$ cat src/rtl/host_word_decoder.sv
module host_word_decoder #(
  parameter logic [4:0] A_RST    = 5'd9,
  parameter logic [5:0] TRIM_RST = 6'd1,
  parameter logic [5:0] B_RST    = 6'd36,
  parameter logic [6:0] CTRL_RST = 7'b1_11_1_0_0_1
) (
  input  logic        clk,
  input  logic        rst_n,
  input  logic        word_valid,
  input  logic [15:0] word_in,
  input  logic        tx_reload,
  input  logic        rx_reload,
  input  logic [15:0] adc_in,
  output logic [13:0] dac_data,
  output logic [1:0]  adj_code,
  output logic        adj_stb,
  output logic        sec_req,
  output logic [4:0]  tx_a,
  output logic [5:0]  tx_trim,
  output logic [5:0]  tx_b,
  output logic [4:0]  rx_a,
  output logic [5:0]  rx_trim,
  output logic [5:0]  rx_b,
  output logic        hp_en,
  output logic        loop_en,
  output logic        aux_sel,
  output logic        sync_mode,
  output logic [1:0]  gain,
  output logic        sinx_en,
  output logic [15:0] adc_out
);

  logic       sec_pend;
  logic [4:0] tx_a_s, rx_a_s;
  logic [5:0] tx_trim_s, rx_trim_s, tx_b_s, rx_b_s;
  logic [6:0] ctrl_s, ctrl_q;

  wire is_pri = word_valid & ~sec_pend;
  wire is_sec = word_valid &  sec_pend;
  wire [1:0] sel = word_in[1:0];

  always_ff @(posedge clk) begin
    if (!rst_n) begin
      sec_pend <= 1'b0;
      dac_data <= '0;
      adj_code <= 2'b00;
      adj_stb  <= 1'b0;
    end else begin
      adj_stb <= is_pri;
      if (is_pri) begin
        dac_data <= word_in[15:2];
        adj_code <= sel;
        sec_pend <= (sel == 2'b11);
      end else if (is_sec) begin
        sec_pend <= 1'b0;
      end
    end
  end

  assign sec_req = sec_pend;

  always_ff @(posedge clk) begin
    if (!rst_n) begin
      tx_a_s    <= A_RST;
      rx_a_s    <= A_RST;
      tx_trim_s <= TRIM_RST;
      rx_trim_s <= TRIM_RST;
      tx_b_s    <= B_RST;
      rx_b_s    <= B_RST;
      ctrl_s    <= CTRL_RST;
    end else if (is_sec) begin
      case (sel)
        2'b00: begin
          tx_a_s <= word_in[13:9];
          rx_a_s <= word_in[6:2];
        end
        2'b01: begin
          tx_trim_s <= word_in[14:9];
          rx_trim_s <= word_in[7:2];
        end
        2'b10: begin
          tx_b_s <= word_in[14:9];
          rx_b_s <= word_in[7:2];
        end
        default: ctrl_s <= {word_in[9], word_in[7:2]};
      endcase
    end
  end

  always_ff @(posedge clk) begin
    if (!rst_n) begin
      tx_a    <= A_RST;
      tx_trim <= TRIM_RST;
      tx_b    <= B_RST;
      ctrl_q  <= CTRL_RST;
    end else if (tx_reload) begin
      tx_a    <= tx_a_s;
      tx_trim <= tx_trim_s;
      tx_b    <= tx_b_s;
      ctrl_q  <= ctrl_s;
    end
  end

  always_ff @(posedge clk) begin
    if (!rst_n) begin
      rx_a    <= A_RST;
      rx_trim <= TRIM_RST;
      rx_b    <= B_RST;
    end else if (rx_reload) begin
      rx_a    <= rx_a_s;
      rx_trim <= rx_trim_s;
      rx_b    <= rx_b_s;
    end
  end

  assign hp_en     = ctrl_q[0];
  assign loop_en   = ctrl_q[1];
  assign aux_sel   = ctrl_q[2];
  assign sync_mode = ctrl_q[3];
  assign gain      = ctrl_q[5:4];
  assign sinx_en   = ctrl_q[6];

  assign adc_out = loop_en ? {dac_data, 2'b00} : adc_in;


  tx_hold_chk: assert property (@(posedge clk) disable iff (!rst_n)
    !tx_reload |=> ($stable(tx_a) && $stable(tx_trim) && $stable(tx_b) && $stable(ctrl_q)));


  rx_hold_chk: assert property (@(posedge clk) disable iff (!rst_n)
    !rx_reload |=> ($stable(rx_a) && $stable(rx_trim) && $stable(rx_b)));


  sec_rise_chk: assert property (@(posedge clk) disable iff (!rst_n)
    (word_valid && !sec_req && word_in[1:0] == 2'b11) |=> sec_req);


  sec_clear_chk: assert property (@(posedge clk) disable iff (!rst_n)
    (word_valid && sec_req) |=> !sec_req);


  sec_keeps_dac_chk: assert property (@(posedge clk) disable iff (!rst_n)
    (word_valid && sec_req) |=> ($stable(dac_data) && !adj_stb));


  stb_pulse_chk: assert property (@(posedge clk) disable iff (!rst_n)
    (word_valid && !sec_req) |=> adj_stb);

endmodule

$ cat config.mk
export PLATFORM = sky130hd
export DESIGN_NAME = host_word_decoder
export DESIGN_NICKNAME = d
export VERILOG_FILES = /design/src/rtl/host_word_decoder.sv
export SDC_FILE = /design/constraint.sdc
export NUM_CORES = 1
export LEC_CHECK = 0
export BUFFER_PORTS_ARGS = -buffer_cell sky130_fd_sc_hd__buf_2
export CORE_ASPECT_RATIO = 0.7
export CORE_UTILIZATION = 25
export DETAILED_ROUTE_END_ITERATION = 8
export PLACE_DENSITY = 0.55
export SLEW_MARGIN = 20
export SYNTH_ARGS = -nofsm -noshare
export SYNTH_HDL_FRONTEND = slang
export SYNTH_SLANG_ARGS = --single-unit
$ cat constraint.sdc
create_clock -name clk -period 3.5 [get_ports clk]
set_input_delay 0.525 -clock clk [delete_from_list [all_inputs] [get_ports clk]]
set_output_delay 0.525 -clock clk [all_outputs]
set_load 0.005 [all_outputs]
## Yosys cells after proc, flatten, opt, wreduce, memory -nomap -nowiden

Index checks and enable logic that the tools add are counted.

- Add/subtract/negate cells: 0
- Multipliers: 0
- Divide/modulo/power cells: 0
- Order comparisons: 0
- Equality and inequality tests: 3
- Shifts and indexed selects: 0
- Mux-type cells: 3
- Bitwise operators: 4
- Reductions and logical operators: 7

Operators by type and width:

| operator | number |
|---|---|
| 16-bit two-way mux | 1 |
| 2-bit AND reduction | 4 |
| 2-bit == test, second input constant | 2 |
| 3-bit OR reduction | 1 |
| 1-bit AND | 2 |
| 2-bit by 1-bit == test with 1-bit output, second input constant | 1 |
| 2-bit zero test | 1 |
| 1-bit two-way mux | 2 |
| 1-bit NOT | 2 |
| 2-bit nonzero test | 1 |

- Flip-flop bits (word level): 100
- Latch bits: 0
- Bits in writable memories: 0
- ROM bits: 0
- Bits of input ports: 37
- Output and inout bits: 75
- Logic and storage cells: 35
- Memories kept: 0

## Longest topological paths before layout

Gate-level depths: netlist of run 1.

- Word-level depth: 4
- Gate-level depth with buffers: 5
- Mapped depth without buffers: 3

## Worst setup path before layout of run 1

OpenSTA, ideal clock, no wires.

- Path kind: reg2out
- Start point: register ctrl_q[1]
- End point: output port adc_out[10]
- Arrival: 1.068 ns
- Required time: 2.975 ns
- Setup slack: 1.907 ns
- Cell stages (with the launch flop): 4
- Buffers on the path: 2
- Cell sequence: dfxtp_1 -> buf_2 -> buf_2 -> mux2_2

- Longest elaborated chain between the ends: 1

Ends and longest elaborated chain:

| what | line | text |
|---|---|---|
| start: declaration | 36 | `logic [6:0] ctrl_s, ctrl_q;` |
| start signal: assignment | 100 | `ctrl_q <= ctrl_s;` |
| 16-bit two-way mux | 123 | `assign adc_out = loop_en ? {dac_data, 2'b00} : adc_in;` |
| end: declaration | 30 | `output logic [15:0] adc_out` |

No other way between the ends.

## Worst setup path after layout of run 1

- Start point: register ctrl_q[1]
- End point: output port adc_out[11]

Same word-level chain as after synthesis.

==> results of run 1 <==
-- cells by family (layout without fill, tap and decap cells) --
kind of cell	after synthesis	after routing	synth area share (%)
flops	100	100	52.8
simple gates	137	137	17.3
compound gates	43	43	6.80
mux	70	70	19.0
buf+inv	29	128	4.13
-- routing by layer --
layer	vias to the layer above	track usage (%)
met3	9	5.24
li1	1463	-
met2	69	18.8
met5	-	0
met1	1317	16.1
met4	0	3.06
-- synthesized netlist by cell type --
master | instances | area (sq um)
dfxtp_1 | 100 | 2000
nand2_1 | 74 | 278
mux2i_1 | 56 | 561
nor2b_1 | 29 | 181
nand3_1 | 27 | 135
o21ai_0 | 23 | 115
mux2_2 | 14 | 158
buf_2 | 10 | 50.1
a21boi_1 | 9 | 67.6
a21boi_0 | 8 | 60.1
clkbuf_1 | 8 | 30.0
buf_4 | 5 | 37.5
buf_1 | 3 | 11.3
o21ai_1 | 3 | 15.0
buf_6 | 2 | 22.5
nand2b_1 | 2 | 12.5
nand4b_1 | 2 | 17.5
and2_1 | 1 | 6.26
clkbuf_2 | 1 | 5.00
nand4_2 | 1 | 12.5
nand4bb_1 | 1 | 11.3
-- worst min-delay path, stage by stage --
cell and delay, ns:
buf_2 0.10, nand2_1 0.04, a21boi_1 0.05
-- worst max path at each step --
stage	end	cells after the start	from	slack, ns
floorplan	adc_out[10]	3	ctrl_q[1]$_SDFFE_PN0P_	1.91
global placement	rx_trim_s[0]$_SDFFE_PN1P_	4	word_in[1]	1.32
detailed placement	tx_trim_s[0]$_SDFFE_PN1P_	4	word_in[1]	1.32
CTS	adc_out[11]	2	ctrl_q[1]$_SDFFE_PN0P_	1.18
global route	adc_out[11]	2	ctrl_q[1]$_SDFFE_PN0P_	1.15
finish	adc_out[11]	2	ctrl_q[1]$_SDFFE_PN0P_	1.27
-- per-stage QoR --
stage	hold slack (ns)	cell area (sq um)	std cells	setup slack (ns)
after floorplan	0.436	3790	379	1.91
after global placement	0.445	4440	657	1.32
after detailed placement	0.448	4440	657	1.32
after CTS	0.408	4790	673	1.18
after global routing	0.417	4790	673	1.15
final	0.417	4790	673	1.27
-- flip-flops by register name, indices dropped and copies added, names as in the netlist, 2 cells and up --
signal	count
rx_trim	6
ctrl_q	7
tx_trim	6
tx_a_s	5
adj_code	2
tx_b	6
tx_b_s	6
ctrl_s	7
rx_a	5
rx_b	6
dac_data	14
tx_a	5
rx_b_s	6
rx_trim_s	6
tx_trim_s	6
rx_a_s	5
-- power groups by stage --
stage | Clock, mW | Combinational (mW) | Sequential [mW]
5_1_grt | 1.23 | 0.161 | 1.16
6_report | 1.14 | 0.144 | 1.16
3_3_place_gp | 0 | 0.146 | 1.19
2_1_floorplan | 0 | 0.0863 | 1.19
4_1_cts | 1.17 | 0.147 | 1.16
3_5_place_dp | 0 | 0.147 | 1.19
-- area by class of cell --
| class | count | area [sq um] |
|---|---|---|
| Fill cell | 1540 | 9980 |
| Sequential cell | 100 | 2000 |
| Multi-Input combinational cell | 250 | 1630 |
| Timing Repair Buffer | 112 | 566 |
| Tap cell | 195 | 244 |
| Clock buffer | 9 | 225 |
| Clock inverter | 7 | 123 |
==> reports/metrics.yaml, run 1 <==
status: "complete, no violations"
core_area_sq_um: 14800
hold_viol_final: 0
dr.pass1.iters: 4
finalWirelength_mm: 9.23
switchingPower_mw: 0.525
p_clk_share_pct: 46.6
drc: 0
routedWlPerCell_microns: 13.7
ioPinCount: 112
rr_worst_depth: 3
grt.total_usage_pct: 12.4
synth_cells: 379
synthesis.area_sq_um: 3790
clockRootBuffer: "clkbuf_16"
leakagePower_nw: 2.12
wl_met2_mm: 3.89
worstPathRequired_ns: 2.97
postSynthAreaPerCell_sq_um: 10.0
critPathMaxStageDelay_ns: 0.81
period_share_pct: 63.7
clk_pin_slew_ns: 0.07
diodes: 0
drv_cap: 0
drv_slew: 0
post_cts_resized: 0
antenna_found_initial: 0
utilization_pct: 32.4
portBuffers: 111
synthesis.nets: 416
setup_tns_ns: 0
crit_chain: "mux2_2 > buf_2"
fin_crit_ns: 2.23
gr-total-overflow: 0
internal_power_mw: 1.92
min_from: "word_in[15]"
area_delta_synth_final_pct: 26.4
cts_sinks: 100
layout_commonest_cell: "buf_2"
p_seq_share_pct: 47.5
highest_layer: "met4"
setup_viol: 0
critical_path_class: "register to output pin"
worst_pin_slew_ns: 0.970
hold_class: "input port to register"
fp.dieArea_sq_um: 15700
fmax_mhz: 448
drt-met1-wl_mm: 4.50
cts_buffers: 9
cp.buffers_inverters: 1
grt_pass1_wl_mm: 14.9
ys_seq_area_share_pct: 52.8
p_total_mw: 2.45
wl_met3_microns: 740
hold_depth: 3
p_sw_share_pct: 21.5
final_cell_mix: "110 x buf_2, 100 x dfxtp_1, 74 x nand2_1, 56 x mux2i_1, 29 x nor2b_1"
clock_path_buffers: 2
first_iter_violations: 122
via_count: 2858
cts_tree: "yes"
yosys_warnings: 0
synth.distinct_cells: 21
ys_ff_latch: 100
whs_endpoint: "dac_data[13]$_SDFFE_PN0P_"
die_w_microns: 149
gp_congestion: 0.734
r2r_slack_ns: 1.63
dp_hpwl_mm: 6.75
grt_pass1_vias: 2865
ir_drop_uv: 327
crit_path_max_fanout: 18
grt_max_degree: 113
finClkSkew_ns: 0.00534
cpLargestDelayFamily: "flip-flops"
cellPowerDensity_nw_per_um2: 511
worst_slew_margin_rel_pct: 35.3
layout.nets: 510
cts_htree_levels: 3
rows: 37
end_kind: "output pin"
ant_nets: 0
crit_arrival_ns: 1.70
layout-drive-gt1-share_pct: 29.9
post_cts_buffers: 0
r2r_end: "rx_trim_s[0]$_SDFFE_PN1P_"
rsz0062_at_grt: "no"
insertion_delay_ns: 0.34
ctsHoldBuffers: 0
cpMaxStageDelayCell: "dfxtp_1"
fp.dieH_microns: 105
r2r_start: "sec_req$_SDFFE_PN0P_"
startpoint_type: "register"
comb_power_share_pct: 5.9
start_util_pct: 25.7
viasPerCell: 4.25
(Power assumes the default switching activity.)
==> run 2, diff against run 1 <==
==> constraint.sdc (replaced) <==
create_clock -name clk -period 2.2 [get_ports clk]
set_input_delay 0.33 -clock clk [delete_from_list [all_inputs] [get_ports clk]]
set_output_delay 0.33 -clock clk [all_outputs]
set_load 0.005 [all_outputs]
==> run 2 against run 1 <==
Net effect: via count grew 1.7%; sequential power rose by 59%; total power increased by 45%; sequential share of layout area is essentially flat; sequential cell count stayed put; die area stayed put; critical path depth increased by 1; largest power group unchanged; clock skew is essentially flat; non-clock buffer count rose by 7.
==> reports/metrics.yaml, run 2 (synthesis results as in run 1) <==
status: "complete, no violations"
cts_tree: "yes"
fin_crit_ns: 1.88
crit_arrival_ns: 1.55  # -0.15 ns
viasPerCell: 4.28  # +0.70%
grt_pass1_vias: 2763  # -3.6%
fmax_mhz: 531
clk_pin_slew_ns: 0.07  # about the same
fp.dieH_microns: 105  # unchanged
hold_viol_final: 0  # unchanged
hold_class: "input port to register"
post_cts_resized: 0  # unchanged
grt_max_degree: 41  # -64%
r2r_start: "sec_req$_SDFFE_PN0P_"
crit_path_max_fanout: 12  # -6
rows: 37  # unchanged
routedWlPerCell_microns: 14.0  # +2.4%
r2r_slack_ns: 0.79  # -0.84 ns
fin_cells: 680  # +1.0%
leakagePower_nw: 2.13  # +0.28%
dr.pass1.iters: 4  # unchanged
ioPinCount: 112  # unchanged
finClkSkew_ns: 0.00484  # -0.000498 ns
fp.dieArea_sq_um: 15700  # unchanged
start_util_pct: 25.7  # unchanged
period_share_pct: 85.6
place_ws_ns: 0.662  # -0.657 ns
gr-total-overflow: 0  # unchanged
cts_buffers: 9  # unchanged
dp_hpwl_mm: 7.03  # +4.2%
setup_viol: 0  # unchanged
r2r_end: "dac_data[4]$_SDFFE_PN0P_"
layout_setup_ws_ns: 0.317  # -0.953 ns
clockRootBuffer: "clkbuf_16"
cts_htree_levels: 3  # unchanged
post_cts_buffers: 0  # unchanged
via_count: 2908  # +1.7%
largest_reg_flops: 14  # unchanged
insertion_delay_ns: 0.34  # about the same
antenna_found_initial: 0  # unchanged
grt_pass1_wl_mm: 14.7  # -1.9%
core_area_sq_um: 14800  # unchanged
cp-endpoint: "adc_out[2]"
worstPathRequired_ns: 1.87  # -1.10 ns
worst_pin_slew_ns: 0.759  # -0.211 ns
rr_worst_depth: 3  # unchanged
portBuffers: 111  # unchanged
end_kind: "output pin"
startpoint_type: "register"
first_iter_violations: 109  # -11%
setup_tns_ns: 0  # unchanged
cellPowerDensity_nw_per_um2: 742  # +45%
diodes: 0  # unchanged
gp_congestion: 0.729  # -0.76%
clock_path_buffers: 2  # unchanged
largest_register: "dac_data"
rsz0062_at_grt: "no"
ctsHoldBuffers: 0  # unchanged
reg_top3: "dac_data x14, ctrl_q x7, ctrl_s x7"
ant_nets: 0  # unchanged
grt.total_usage_pct: 12.3  # -0.11 points
layout-drive-gt1-share_pct: 30.7  # +0.81 points
layout_commonest_cell: "buf_2"
dp_cells: 664  # +1.1%
crit_start: "ctrl_q[1]$_SDFFE_PN0P_"
ir_drop_uv: 330  # +1.2%
utilization_pct: 32.4  # about the same
final_cell_mix: "110 x buf_2, 100 x dfxtp_1, 74 x nand2_1, 56 x mux2i_1, 29 x nor2b_1"
layout.nets: 517  # +1.4%
die_w_microns: 149  # unchanged
drv_cap: 0  # unchanged
drv_slew: 0  # unchanged
holdWs_ns: 0.233  # -0.183 ns
drc: 0  # unchanged
cts_sinks: 100  # unchanged
area_delta_synth_final_pct: 26.4  # about the same
finalWirelength_mm: 9.54  # +3.4%
worst_slew_margin_rel_pct: 49.4  # +14 points
critical_path_class: "register to output pin"
## run 2: cell count changes in the layout (fill, tap and decap cells not counted), sizes merged
cell,previous run,this run
clkbuf,9,11
inv,2,0
buf,112,119
bufinv,3,0
clkinv,0,3
## run 2: final cells by class
type	count	area, sq um
clock buffers	11	243
multi-input cells	250	1630
flip-flops and latches	100	2000
clock inverters	5	37.5
fillers	1547	9980
well taps	195	244
repair buffers	119	631
## run 2: power breakdown
part / internal [mW] / switching [mW] / total [mW]
clock network: 0.800 / 0.663 / 1.46
registers: 1.83 / 0.0168 / 1.85
logic: 0.110 / 0.130 / 0.240
## run 2: how the worst min path moves through the flow
| stage | start | endpoint | slack, ns | depth (start not counted) |
|---|---|---|---|---|
| after floorplan | rx_trim_s[5]$_SDFFE_PN0P_ | rx_trim_s[5]$_SDFFE_PN0P_ | 0.44 | 2 |
| after global placement | rx_a_s[4]$_SDFFE_PN0P_ | rx_a_s[4]$_SDFFE_PN0P_ | 0.45 | 2 |
| after detailed placement | tx_trim_s[4]$_SDFFE_PN0P_ | tx_trim_s[4]$_SDFFE_PN0P_ | 0.46 | 2 |
| after CTS | word_in[15] | dac_data[13]$_SDFFE_PN0P_ | 0.22 | 3 |
| after global routing | word_in[15] | dac_data[13]$_SDFFE_PN0P_ | 0.24 | 3 |
| final | word_in[15] | dac_data[13]$_SDFFE_PN0P_ | 0.23 | 3 |
## run 2: critical path: stages, from the launching register on
cell,delay [ns]
dfxtp_1,0.49
buf_4,0.26
mux2_2,0.34
buf_2,0.12
## run 2: routing by layer
layer	GRT usage, %	vias to the layer above	part of all wire (%)
li1	-	1482	-
met1	15.8	1342	48
met2	18.9	76	44
met3	5.28	8	7.4
met4	2.84	0	0.73
met5	0	-	0
## run 2: through the flow
stage,power [mW],area (sq um)
global route,3.71,4790
finish,3.55,4790
detailed placement,2.14,4510
floorplan,2.03,3790
CTS,3.62,4790
global placement,2.13,4510
==> run 3, diff against run 2 <==
--- a/config.mk
+++ b/config.mk
@@ -5,7 +5,7 @@
 export SDC_FILE = /design/constraint.sdc
 export NUM_CORES = 1
 export LEC_CHECK = 0
-export BUFFER_PORTS_ARGS = -buffer_cell sky130_fd_sc_hd__buf_2
+export BUFFER_PORTS_ARGS = -buffer_cell sky130_fd_sc_hd__buf_4
 export CORE_ASPECT_RATIO = 0.7
 export CORE_UTILIZATION = 25
 export DETAILED_ROUTE_END_ITERATION = 8
==> run 3 against run 2 <==
Net effect: total power grew 8.0%; clock power rose by 17%; highest routed layer unchanged; die area is the same.
==> reports/metrics.yaml, run 3 (synthesis results as in run 1) <==
cts_tree: "yes"
routedWlPerCell_microns: 14.1  # +0.83%
min_from: "word_in[6]"
setup_viol: 0  # unchanged
finClkSkew_ns: 0.00676  # +0.00193 ns
drv_slew: 0  # unchanged
crit_arrival_ns: 1.43  # -0.12 ns
viasPerCell: 4.29  # +0.28%
ir_drop_uv: 434  # +31%
critical_path_class: "register to output pin"
startpoint_type: "register"
start_util_pct: 25.7  # unchanged
worstPathRequired_ns: 1.87  # about the same
reg_top3: "dac_data x14, ctrl_q x7, ctrl_s x7"
grt_max_degree: 38  # -7.3%
antenna_found_initial: 0  # unchanged
fin_crit_ns: 1.76  # -0.124 ns
r2r_end: "dac_data[5]$_SDFFE_PN0P_"
layout.nets: 517  # unchanged
setup_tns_ns: 0  # unchanged
crit_chain: "buf_4 > mux2_2 > buf_4"
fp.dieArea_sq_um: 15700  # unchanged
end_kind: "output pin"
fmax_mhz: 568  # +7.0%
r2r_start: "sec_req$_SDFFE_PN0P_"
crit_path_max_fanout: 17  # +5
rows: 37  # unchanged
final_cell_mix: "118 x buf_4, 100 x dfxtp_1, 74 x nand2_1, 56 x mux2i_1, 29 x nor2b_1"
stdcell_area_sq_um: 5110  # +6.7%
layout_commonest_cell: "buf_4"
dp_hpwl_mm: 7.04  # +0.10%
gp_congestion: 0.725  # -0.55%
clock_path_buffers: 2  # unchanged
diodes: 0  # unchanged
drc: 0  # unchanged
dr.pass1.iters: 4  # unchanged
cts_buffers: 9  # unchanged
period_share_pct: 80.0  # -5.6 points
post_cts_buffers: 0  # unchanged
r2r_slack_ns: 0.81  # +0.02 ns
worst_pin_slew_ns: 0.610  # -0.149 ns
post_cts_resized: 0  # unchanged
cpMaxStageDelayCell: "mux2_2"
cts_sinks: 100  # unchanged
rsz0062_at_grt: "no"
die_w_microns: 149  # unchanged
status: "complete, no violations"
grt.total_usage_pct: 12.6  # +0.29 points
hold_viol_final: 0  # unchanged
via_count: 2916  # +0.28%
cellPowerDensity_nw_per_um2: 751  # +1.2%
core_area_sq_um: 14800  # unchanged
grt_pass1_wl_mm: 15.0  # +2.4%
drv_cap: 0  # unchanged
gr-total-overflow: 0  # unchanged
grt_pass1_vias: 2847  # +3.0%
area_delta_synth_final_pct: 34.8
whs_endpoint: "ctrl_s[4]$_SDFFE_PN1P_"
clk_pin_slew_ns: 0.07  # about the same
ctsHoldBuffers: 0  # unchanged
largest_register: "dac_data"
cts_htree_levels: 3  # unchanged
ant_nets: 0  # unchanged
clockRootBuffer: "clkbuf_16"
insertion_delay_ns: 0.34  # about the same
worst_slew_margin_rel_pct: 59.4  # +9.9 points
ioPinCount: 112  # unchanged
crit_path_frequent_cell: "buf_4"
hold_class: "input port to register"
leakagePower_nw: 2.23  # +4.6%
critPathMaxStageDelay_ns: 0.37  # -0.12 ns
placed_area_sq_um: 4780  # +6.1%
fp.dieH_microns: 105  # unchanged
rr_worst_depth: 3  # unchanged
layout-drive-gt1-share_pct: 30.9  # +0.21 points
finalWirelength_mm: 9.62  # +0.83%
hold_depth: 3  # unchanged
first_iter_violations: 96  # -12%
largest_reg_flops: 14  # unchanged
portBuffers: 111  # unchanged
p_total_mw: 3.84  # +8.0%
## run 3: layout make-up
class / count / area (sq um)
Sequential cell: 100 / 2000
Tap cell: 195 / 244
Fill cell: 1524 / 9660
Clock inverter: 6 / 86.3
Timing Repair Buffer: 119 / 906
Clock buffer: 10 / 239
Multi-Input combinational cell: 250 / 1630
## run 3: metrics by stage
stage	hold slack (ns)	utilization, %	instances	setup WS [ns]
3_3_place_gp	0.446	32.4	664	0.827
2_1_floorplan	0.436	-	379	0.802
6_report	0.227	34.6	680	0.441
5_1_grt	0.219	34.6	680	0.365
4_1_cts	0.217	34.6	680	0.413
3_5_place_dp	0.453	32.4	664	0.799
## run 3: worst max-delay path, delay by kind of cell (launching register included)
kind / cells / cell delay, ns
buffers and inverters: 2 / 0.38
multiplexers: 1 / 0.37
flip-flops: 1 / 0.33
## run 3: worst max-delay path by stage
stage	end	start	cells after the start
floorplan	adc_out[10]	ctrl_q[1]$_SDFFE_PN0P_	3
global placement	adc_out[11]	ctrl_q[1]$_SDFFE_PN0P_	3
detailed placement	adc_out[3]	ctrl_q[1]$_SDFFE_PN0P_	3
CTS	adc_out[3]	ctrl_q[1]$_SDFFE_PN0P_	3
global route	adc_out[3]	ctrl_q[1]$_SDFFE_PN0P_	3
finish	adc_out[3]	ctrl_q[1]$_SDFFE_PN0P_	3
## run 3: layer usage
metal	global-route usage (%)	up-vias	share of wire (%)
met5	0	-	0
met4	3.28	0	0.51
met3	4.89	4	7.6
met2	19.6	76	45
met1	16.1	1360	47
li1	-	1476	-
## run 3: power breakdown
group,switching (mW),total [mW],leakage [nW],internal [mW]
registers,0.0177,1.85,0.810,1.83
clock network,0.682,1.71,0.159,1.03
logic,0.131,0.276,1.26,0.145
total,0.831,3.84,2.23,3.01
